===== config.mk =====
export PLATFORM = sky130hd
export DESIGN_NAME = dtmf_gen
export DESIGN_NICKNAME = d
export VERILOG_FILES = /design/src/rtl/dtmf_pkg.sv /design/src/rtl/dtmf_tone_ch.sv /design/src/rtl/dtmf_mixer.sv /design/src/rtl/dtmf_gen.sv
export SDC_FILE = /design/constraint.sdc
export NUM_CORES = 1
export LEC_CHECK = 0
export BUFFER_PORTS_ARGS = -buffer_cell sky130_fd_sc_hd__buf_2
export CAP_MARGIN = 20
export CELL_PAD_IN_SITES_DETAIL_PLACEMENT = 0
export CELL_PAD_IN_SITES_GLOBAL_PLACEMENT = 1
export CORE_ASPECT_RATIO = 1.1
export CORE_MARGIN = 2
export CORE_UTILIZATION = 33
export CTS_CLUSTER_SIZE = 10
export DETAILED_ROUTE_END_ITERATION = 6
export MAX_ROUTING_LAYER = met4
export PLACE_DENSITY = 0.68
export RECOVER_POWER = 100
export SLEW_MARGIN = 20
export SYNTH_ARGS = -nofsm -noshare
export SYNTH_HDL_FRONTEND = slang
export SYNTH_SLANG_ARGS = --single-unit

===== constraint.sdc =====
create_clock -name clk -period 4.6 [get_ports clk]
set_clock_uncertainty 0.05 [all_clocks]
set_input_delay 0.92 -clock clk [delete_from_list [all_inputs] [get_ports clk]]
set_output_delay 0.92 -clock clk [all_outputs]
set_load 0.02 [all_outputs]

===== src/rtl/dtmf_pkg.sv =====
// dtmf_pkg: shared constants and the sine-table formula for the tone generator.
// Assumes callers pass constant arguments so the table folds at elaboration.
package dtmf_pkg;
    localparam int FCW_W  = 16;   // frequency word and accumulator width
    localparam int IDX_W  = 6;    // table index width
    localparam int PAD_W  = 7;    // zero bits below the amplitude
    localparam int WORD_W = 15;   // output sample width
    localparam int LO_AMP_W = 6;
    localparam int HI_AMP_W = 7;
    localparam int LO_PEAK  = 31;
    localparam int HI_PEAK  = 39;

    localparam logic [1:0] ADDR_LO = 2'd0;
    localparam logic [1:0] ADDR_HI = 2'd1;
    localparam logic [1:0] ADDR_EN = 2'd2;

    // Rational sine approximation over one half wave of 'half' steps.
    function automatic int tone_sample(input int idx, input int peak, input int half);
        int t, num, den, mag;
        t   = idx % half;
        num = 16 * t * (half - t);
        den = 5 * half * half - 4 * t * (half - t);
        mag = (peak * num + den / 2) / den;
        return (idx >= half) ? -mag : mag;
    endfunction
endpackage


===== src/rtl/dtmf_tone_ch.sv =====
// dtmf_tone_ch: one tone channel. Holds a phase accumulator, looks up a
// signed amplitude in a computed sine table and pads it into an output word.
// Assumes WORD_W >= AMP_W + PAD_W and that fcw_i comes from a register.
module dtmf_tone_ch
    import dtmf_pkg::*;
#(
    parameter int ACC_W  = FCW_W,
    parameter int TIDX_W = IDX_W,
    parameter int AMP_W  = LO_AMP_W,
    parameter int PEAK   = LO_PEAK,
    parameter int ZPAD_W = PAD_W,
    parameter int OUT_W  = WORD_W
) (
    input  logic                    clk,
    input  logic                    rst_n,
    input  logic                    stb_i,
    input  logic [ACC_W-1:0]        fcw_i,
    output logic signed [OUT_W-1:0] word_o
);
    localparam int ENTRIES = 1 << TIDX_W;
    localparam int HALF    = ENTRIES / 2;
    localparam int EXT_W   = OUT_W - AMP_W - ZPAD_W;

    logic [ACC_W-1:0]        acc_q;
    logic [TIDX_W-1:0]       idx;
    logic signed [AMP_W-1:0] amp;
    logic signed [AMP_W-1:0] rom [ENTRIES];
    logic                    mute;

    // Table contents computed from the package formula, one constant per entry.
    for (genvar g = 0; g < ENTRIES; g++) begin : g_rom
        assign rom[g] = AMP_W'(tone_sample(g, PEAK, HALF));
    end

    assign mute = (fcw_i == '0);

    // Phase accumulator: cleared while muted, advanced on each strobe.
    always_ff @(posedge clk) begin
        if (!rst_n)     acc_q <= '0;
        else if (mute)  acc_q <= '0;
        else if (stb_i) acc_q <= acc_q + fcw_i;
    end

    // Table look-up and padding into the output word.
    always_comb begin
        idx    = acc_q[ACC_W-1 -: TIDX_W];
        amp    = rom[idx];
        word_o = mute ? '0 : {{EXT_W{amp[AMP_W-1]}}, amp, {ZPAD_W{1'b0}}};
    end

    // a muted tone leaves its phase at zero after a strobe
    p_mute_phase_r8: assert property (@(posedge clk) disable iff (!rst_n)
        (mute && stb_i) |=> (acc_q == '0));
    // a live tone moves its phase on every strobe
    p_advance_r3: assert property (@(posedge clk) disable iff (!rst_n)
        (stb_i && !mute) |=> (acc_q != $past(acc_q)));
    // word stays inside the padded peak range
    p_peak_r4: assert property (@(posedge clk) disable iff (!rst_n)
        (int'(word_o) <= (PEAK << ZPAD_W)) && (int'(word_o) >= -((PEAK + 1) << ZPAD_W)));
endmodule


===== src/rtl/dtmf_mixer.sv =====
// dtmf_mixer: adds the two tone words with saturation and registers the
// result on each sample strobe, raising a one-cycle valid with it.
// Assumes both inputs share the width WORD_W.
module dtmf_mixer
    import dtmf_pkg::*;
#(
    parameter int OUT_W = WORD_W
) (
    input  logic                    clk,
    input  logic                    rst_n,
    input  logic                    stb_i,
    input  logic signed [OUT_W-1:0] lo_i,
    input  logic signed [OUT_W-1:0] hi_i,
    output logic signed [OUT_W-1:0] mix_o,
    output logic                    vld_o
);
    localparam logic signed [OUT_W:0] S_MAX = {2'b00, {(OUT_W-1){1'b1}}};
    localparam logic signed [OUT_W:0] S_MIN = {2'b11, {(OUT_W-1){1'b0}}};

    logic signed [OUT_W:0]   sum;
    logic signed [OUT_W-1:0] sat;
    logic signed [OUT_W-1:0] mix_q;
    logic                    vld_q;

    // Widened sum clamped back into the output range.
    always_comb begin
        sum = {lo_i[OUT_W-1], lo_i} + {hi_i[OUT_W-1], hi_i};
        if (sum > S_MAX)      sat = S_MAX[OUT_W-1:0];
        else if (sum < S_MIN) sat = S_MIN[OUT_W-1:0];
        else                  sat = sum[OUT_W-1:0];
    end

    // Sample register and valid pulse, loaded on the strobe.
    always_ff @(posedge clk) begin
        if (!rst_n) begin
            mix_q <= '0;
            vld_q <= 1'b0;
        end else begin
            vld_q <= stb_i;
            if (stb_i) mix_q <= sat;
        end
    end

    assign mix_o = mix_q;
    assign vld_o = vld_q;

    // sample holds between strobes
    p_hold_r7: assert property (@(posedge clk) disable iff (!rst_n)
        !stb_i |=> $stable(mix_q));
    // valid only follows a strobe
    p_valid_r7: assert property (@(posedge clk) disable iff (!rst_n)
        vld_q |-> $past(stb_i));
    // two non-negative words never wrap to a negative sum
    p_no_overflow_r7: assert property (@(posedge clk) disable iff (!rst_n)
        (stb_i && !lo_i[OUT_W-1] && !hi_i[OUT_W-1]) |=> !mix_q[OUT_W-1]);
endmodule


===== src/rtl/dtmf_gen.sv =====
// dtmf_gen: top of the dual-tone sample generator. Holds the frequency and
// enable registers, runs a low and a high tone channel, mixes them and gates
// the shared sample onto NUM_OUT ports.
// Assumes 1 <= NUM_OUT <= 16 and writes that arrive one per cycle.
module dtmf_gen
    import dtmf_pkg::*;
#(
    parameter int NUM_OUT = 3
) (
    input  logic                        clk,
    input  logic                        rst_n,
    input  logic                        wr_en,
    input  logic [1:0]                  wr_addr,
    input  logic [FCW_W-1:0]            wr_data,
    input  logic                        sample_stb,
    output logic [NUM_OUT*WORD_W-1:0]   out_data,
    output logic                        out_vld
);
    logic [FCW_W-1:0]          fcw_lo_q, fcw_hi_q;
    logic [NUM_OUT-1:0]        en_q;
    logic signed [WORD_W-1:0]  word_lo, word_hi, mix;

    // Register file: two frequency words and the port enables.
    always_ff @(posedge clk) begin
        if (!rst_n) begin
            fcw_lo_q <= '0;
            fcw_hi_q <= '0;
            en_q     <= '0;
        end else if (wr_en) begin
            case (wr_addr)
                ADDR_LO: fcw_lo_q <= wr_data;
                ADDR_HI: fcw_hi_q <= wr_data;
                ADDR_EN: en_q     <= wr_data[NUM_OUT-1:0];
                default: ;
            endcase
        end
    end

    dtmf_tone_ch #(.AMP_W(LO_AMP_W), .PEAK(LO_PEAK)) u_lo (
        .clk(clk), .rst_n(rst_n), .stb_i(sample_stb), .fcw_i(fcw_lo_q), .word_o(word_lo));

    dtmf_tone_ch #(.AMP_W(HI_AMP_W), .PEAK(HI_PEAK)) u_hi (
        .clk(clk), .rst_n(rst_n), .stb_i(sample_stb), .fcw_i(fcw_hi_q), .word_o(word_hi));

    dtmf_mixer #(.OUT_W(WORD_W)) u_mix (
        .clk(clk), .rst_n(rst_n), .stb_i(sample_stb),
        .lo_i(word_lo), .hi_i(word_hi), .mix_o(mix), .vld_o(out_vld));

    // Per-port gate of the shared sample.
    for (genvar k = 0; k < NUM_OUT; k++) begin : g_port
        assign out_data[k*WORD_W +: WORD_W] = en_q[k] ? mix : '0;

        // any two enabled ports carry the same sample
        p_gate_r9: assert property (@(posedge clk) disable iff (!rst_n)
            (en_q[k] && en_q[0]) |-> (out_data[k*WORD_W +: WORD_W] == out_data[WORD_W-1:0]));
    end

    // nothing is enabled in the first cycle after reset
    p_reset_r1: assert property (@(posedge clk)
        !rst_n |=> (out_data == '0));
endmodule


==> impl_results.md, run 1 <==
* Sequential-to-total area share from yosys stat at 0.248
* DPL Wire Length at 12,000 um
* Hold crit path type: reg -> reg
* Fin Setup TNS at 0 ns
* Crit path launch type: register
* DR vias/cell at 5.22
* Remaining Overflow, GRT at 0
* Placer Congestion at 0.826
* Height of the die at 148 um
* Distinct cells, synth at 65
* GR Util All Layers at 0.173
* Post-layout util at 0.373
* Crit path top cell by count: a21oi_1
* Core area at 18,400 um2
* CTS max path bufs at 2
* Clock Latency Late Sink at 0.34 ns
* Maximum vdd drop at 0.000162 V
* Postcts setup bufs at 0
* Mapped Cells at 805
* Required time of the critical path at 4.74 ns
* Drt first pass iters at 4
* Vias in the first global route at 5,392
* Hold endpoint: u_hi.acc_q[8]
* Most common cell in the netlist: nand2_1
* Synth Cell Area at 6220 um2
* Die Width at 135 um
* Static leakage at 2.74 nW
* Root Buffer Master: clkbuf_16
* YS warnings at 0
* R2R depth at 15
* # IOs at 68
* Status: finished, violations left
* Crit Path Max Fanout at 14
* Crit-path cells: inv_1 -> ha_1 -> nand2_1 -> o21ai_0 -> a21oi_1 -> a21oi_1 -> nor3b_1 -> nor3_1 -> fa_1 -> a21o_1 -> a21oi_1 -> nor2b_1 -> o31ai_2 -> maj3_1 -> a21oi_1
* Crit Path Class: reg -> reg
* Clk sinks at 77
* Least-Margin Pin Slew at 1.50 ns
* DIE AREA at 20,000 um2
* Slew HR at 0.00321
* Crit path buffers/inverters at 1
* Largest area contributor in the netlist: dfxtp_1
* Main synth FF type: dfxtp_1
* Slew Limit Fails at 0
* Wire length per cell at 15.2 um
* Synth top area share at 0.248
* Hold Fails Final Rpt at 0
* Port Buf Inserts at 67
* Post_cts resized at 0
* Largest cells by area after synthesis: dfxtp_1 25%, ha_1 11%, nand2_1 6.7%
* Number of routed nets with antenna violations at 0
* Clk slew on worst S/H paths at 0.06 ns
* Setup Viol. Count Final at 0
* Cts hold-fix bufs at 0
* Layout Nets at 907
* Htree depth at 3
* Crit-path max cell delay at 0.63 ns
* Initial antenna violation count at 1
* Avg Inst Size Synth at 7.72 um2
* Initial Utilization at 0.338
* CP max-delay cell: dfxtp_1
* Number of synthesized flops with an enable pin at 0
* Share of post-route cells with drive strength above 1 at 0.0782
* Final worst-path cycle share at 0.842
* Crit path DAT at 4.01 ns
* Crit Reg-Reg Startpoint: u_lo.acc_q[11]
* Fmax at 258 MHz
* Mapped Nets at 886
* ANT cells at 0
* Cts bufs inserted at 9
* Post-synth top cells: 111 x nand2_1, 77 x dfxtp_1, 57 x a21oi_1
* Hold Path Stages at 2
* Asr flop ratio synth at 0
* First-pass GRT wire length at 27,000 um
* Internal reg-to-reg setup slack at 0.72 ns
* DRC viols at 0
* DR vias at 5,602
* Hold path startpoint: u_hi.acc_q[8]
* Violated checks: max-capacitance violations
* Pwr/cell area at 257 nW/um2
* CP delay by family, top: compound AO/OA/AOI/OAI gates
* Max-cap check violation count at 1
* Synthesized flop and latch total at 77
* DR iter-0 viols at 263
* RSZ-0062 raised after global routing: no
* Reg2reg end: u_mix.mix_o[7]
* Final WL at 16,300 um
* CTS tree: built
* Critical Path End Type: register
* Largest net degree at the start of global routing at 54
* Syn-to-layout area delta at 10.5%
* Min Clock Period, post-route at 3.88 ns
* Std-Cell Rows at 52
-- layout by cell type, fill, tap and decap left out, types with 19 or more instances in the layout --
cell type,n
inv_1,27
nor2_1,54
nor3_1,19
buf_2,32
and2_1,19
mux2i_1,20
clkbuf_1,38
a21boi_0,33
ha_1,56
dfxtp_1,77
nand2_1,111
a21oi_1,57
a211oi_1,21
o21ai_0,32
-- layout make-up --
type                       instances  area (um2)
timing repair buffer              73         333
tap                              243         304
clock buffer                      11         233
sequential                        77        1540
fill                            1976       11500
clock inverter                     5         108
multi-input combinational        637        4250
inverter                          28         105
-- cells by family after synthesis --
logic type,Yosys count,synth area share
compound gates,227,0.249
xor+xnor,19,0.0268
fa+ha+maj,63,0.129
buf+inv,91,0.0680
flops,77,0.248
mux,24,0.0412
simple gates,304,0.239
-- worst register-to-register path: stages, from the launching register on --
cell	delay, ns
dfxtp_1	0.63
inv_1	0.20
ha_1	0.39
nand2_1	0.09
o21ai_0	0.08
a21oi_1	0.16
a21oi_1	0.08
nor3b_1	0.22
nor3_1	0.12
fa_1	0.48
a21o_1	0.18
a21oi_1	0.21
nor2b_1	0.10
o31ai_2	0.43
maj3_1	0.24
a21oi_1	0.07
-- per-layer routing --
metal / part of all wire / track usage / wire length, um
met2: 0.46 / 0.279 / 7530
met3: 0.040 / 0.0195 / 660
met4: 0.011 / 0.0568 / 182
met5: 0 / - / 0
met1: 0.49 / 0.227 / 7930
-- power by group --
group	switching [mW]	internal, mW
combinational	0.136	0.0823
clock	0.298	0.534
sequential	0.0269	0.688
total	0.461	1.30
-- registers in the layout, indices dropped and copies added, names as in the netlist --
signal,count
en_q,3
fcw_hi_q,16
fcw_lo_q,16
u_hi.acc_q,16
u_lo.acc_q,16
u_mix.mix_o,9
u_mix.vld_o,1
-- through the flow --
step	worst slack [ns]	cells	area (um2)	power, mW	hold WS [ns]
6_report	0.725	1074	6870	1.76	0.419
3_5_place_dp	0.764	1058	6590	0.949	0.414
2_1_floorplan	1.14	805	6220	0.884	0.395
4_1_cts	0.740	1074	6930	1.79	0.423
5_1_grt	0.390	1074	6870	1.84	0.456
3_3_place_gp	0.841	1058	6590	0.951	0.409
-- worst max path at each step --
stage | startpoint | end | slack, ns | cells past startpoint
final | u_lo.acc_q[11] | u_mix.mix_o[7] | 0.72 | 15
after global routing | u_lo.acc_q[11] | u_mix.mix_o[9] | 0.39 | 15
after CTS | u_lo.acc_q[11] | u_mix.mix_o[7] | 0.74 | 15
after detailed placement | u_lo.acc_q[11] | u_mix.mix_o[9] | 0.76 | 15
after global placement | u_lo.acc_q[11] | u_mix.mix_o[9] | 0.84 | 15
after floorplan | u_lo.acc_q[11] | u_mix.mix_o[11] | 1.14 | 16
Power figures use the tool's default switching activity.
==> run 2, diff against run 1 <==
--- a/config.mk
+++ b/config.mk
@@ -15,7 +15,7 @@
 export CTS_CLUSTER_SIZE = 10
 export DETAILED_ROUTE_END_ITERATION = 6
 export MAX_ROUTING_LAYER = met4
-export PLACE_DENSITY = 0.68
+export PLACE_DENSITY = 0.71
 export RECOVER_POWER = 100
 export SLEW_MARGIN = 20
 export SYNTH_ARGS = -nofsm -noshare
==> constraint.sdc (replaced) <==
create_clock -name clk -period 3.3 [get_ports clk]
set_clock_uncertainty 0.05 [all_clocks]
set_input_delay 0.66 -clock clk [delete_from_list [all_inputs] [get_ports clk]]
set_output_delay 0.66 -clock clk [all_outputs]
set_load 0.02 [all_outputs]
==> run 2 against run 1 <==
Against the previous run:
- the flow now finishes without violations
- via count up 3.1%
- power rose by 39%
- cell area grew 6.5%
- critical endpoint is now u_mix.mix_o[13]
- highest routed layer unchanged
==> impl_results.md, run 2 (synthesis gave the netlist of run 1 again) <==
* Maximum vdd drop at 0.000228 V
* Comb power frac at 0.141
* ANT cells at 0
* Vias in the first global route at 5,573
* Setup WS post-layout at 0.138 ns
* Crit path DAT at 3.34 ns
* Sequential share of power at 0.402
* Root Buffer Master: clkbuf_16
* Crit Path Max Fanout at 7
* Most frequent cells in the layout: 111 x nand2_1, 76 x dfxtp_1, 67 x buf_2
* Crit path launch type: register
* Share of post-route cells with drive strength above 1 at 0.188
* Fmax at 316 MHz
* Syn-to-layout area delta at 17.7%
* Slew Limit Fails at 0
* Most common cell after layout, fill and taps aside: nand2_1
* Largest net degree at the start of global routing at 38
* Setup Viol. Count Final at 0
* Wire length per cell at 14.5 um
* Hold Fails Final Rpt at 0
* Status: complete, no violations
* Pwr/cell area at 336 nW/um2
* Clk sinks at 77
* DIE AREA at 20,000 um2
* Cts hold-fix bufs at 0
* Clock share of power at 0.457
* Sw power at 0.624 mW
* Reg2reg end: u_mix.mix_o[13]
* RSZ-0062 raised after global routing: yes
* Least-Margin Pin Slew at 0.919 ns
* Drt first pass iters at 4
* Final worst-path cycle share at 0.958
* Clk slew on worst S/H paths at 0.06 ns
* Hold WS at 0.416 ns
* Clock Latency Late Sink at 0.34 ns
* Initial Utilization at 0.338
* Final WL at 16,200 um
* Internal reg-to-reg setup slack at 0.14 ns
* Number of routed nets with antenna violations at 0
* Critical Path End Type: register
* Sw frac at 0.254
* Critical path endpoint: u_mix.mix_o[13]
* First-pass GRT wire length at 27,300 um
* DR vias at 5,775
* Crit. Startpoint: u_lo.acc_q[11]
* Slew HR at 0.385
* Cts bufs inserted at 9
* R2R depth at 14
* Die Width at 135 um
* Crit Reg-Reg Startpoint: u_lo.acc_q[11]
* Core area at 18,400 um2
* Port Buf Inserts at 67
* Std-Cell Rows at 52
* DR vias/cell at 5.19
* Max-cap check violation count at 0
* Hold crit path type: reg -> reg
* Height of the die at 148 um
* # IOs at 68
* Crit Path Class: reg -> reg
* Required time of the critical path at 3.48 ns
* Remaining Overflow, GRT at 0
* Placer Congestion at 0.833
* Layout Nets at 946
* DR iter-0 viols at 342
* Htree depth at 3
* Setup WS pre-CTS at -0.0182 ns
* DRC viols at 0
* CTS tree: built
* CTS max path bufs at 2
* GR Util All Layers at 0.173
* DPL Wire Length at 12,300 um
* Min Clock Period, post-route at 3.16 ns
* Static leakage at 3.11 nW
* Initial antenna violation count at 0
* Internal power at 1.84 mW
[run 2: through the flow]
step	cells	power, mW	util	cell area [um2]	setup TNS (ns)
detailed placement	1096	1.35	0.374	6880	-0.0182
floorplan	805	1.23	-	6230	0
CTS	1111	2.49	0.392	7220	0
global route	1112	2.57	0.397	7320	-0.0217
finish	1112	2.46	0.397	7320	0
global placement	1096	1.35	0.374	6880	0
[run 2: worst min path at each step]
stage | slack, ns | depth (start not counted) | end | from
after floorplan | 0.39 | 2 | u_lo.acc_q[8] | u_lo.acc_q[8]
after global placement | 0.40 | 2 | u_hi.acc_q[8] | u_hi.acc_q[8]
after detailed placement | 0.41 | 2 | u_lo.acc_q[8] | u_lo.acc_q[8]
after CTS | 0.42 | 2 | u_hi.acc_q[8] | u_hi.acc_q[8]
after global routing | 0.44 | 2 | u_lo.acc_q[8] | u_lo.acc_q[8]
final | 0.42 | 2 | u_lo.acc_q[8] | u_lo.acc_q[8]
[run 2: layout make-up]
class | instances | area, um2
Clock buffer | 11 | 233
Multi-Input combinational cell | 637 | 4350
Sequential cell | 77 | 1540
Timing Repair Buffer | 112 | 686
Inverter | 28 | 105
Clock inverter | 4 | 97.6
Tap cell | 243 | 304
Fill cell | 1934 | 11100
[run 2: worst max-delay path, cell delays in order, from the launching register on]
cell and delay [ns]:
dfxtp_1 0.32, buf_4 0.16, ha_1 0.22, o21ai_0 0.15
o21ai_0 0.11, o21ai_0 0.32, nor3_1 0.09, a211oi_1 0.25
ha_1 0.31, a21o_1 0.20, a21oi_2 0.17, nor2b_2 0.07
o22a_1 0.20, nor3b_1 0.14, o31a_1 0.29
[run 2: timing repair]
action / CTS / global route
endpoints found under the hold margin: 0 / 0
buffers inserted: 0 / 1
pin swaps: 0 / 11
endpoints found under the setup margin: 1 / 7
resized for setup: 2 / 25
[run 2: power by group through the flow]
| stage | Sequential [mW] | Combinational [mW] | Clock, mW |
|---|---|---|---|
| 3_3_place_gp | 1.01 | 0.341 | 0 |
| 6_report | 0.989 | 0.347 | 1.13 |
| 3_5_place_dp | 1.01 | 0.340 | 0 |
| 4_1_cts | 0.989 | 0.341 | 1.16 |
| 2_1_floorplan | 0.998 | 0.235 | 0 |
| 5_1_grt | 0.994 | 0.388 | 1.19 |
[run 2: per-layer routing]
layer / routed length, um / global-route usage
met2: 7510 / 0.280
met5: 0 / -
met1: 7700 / 0.224
met4: 301 / 0.0584
met3: 661 / 0.0206
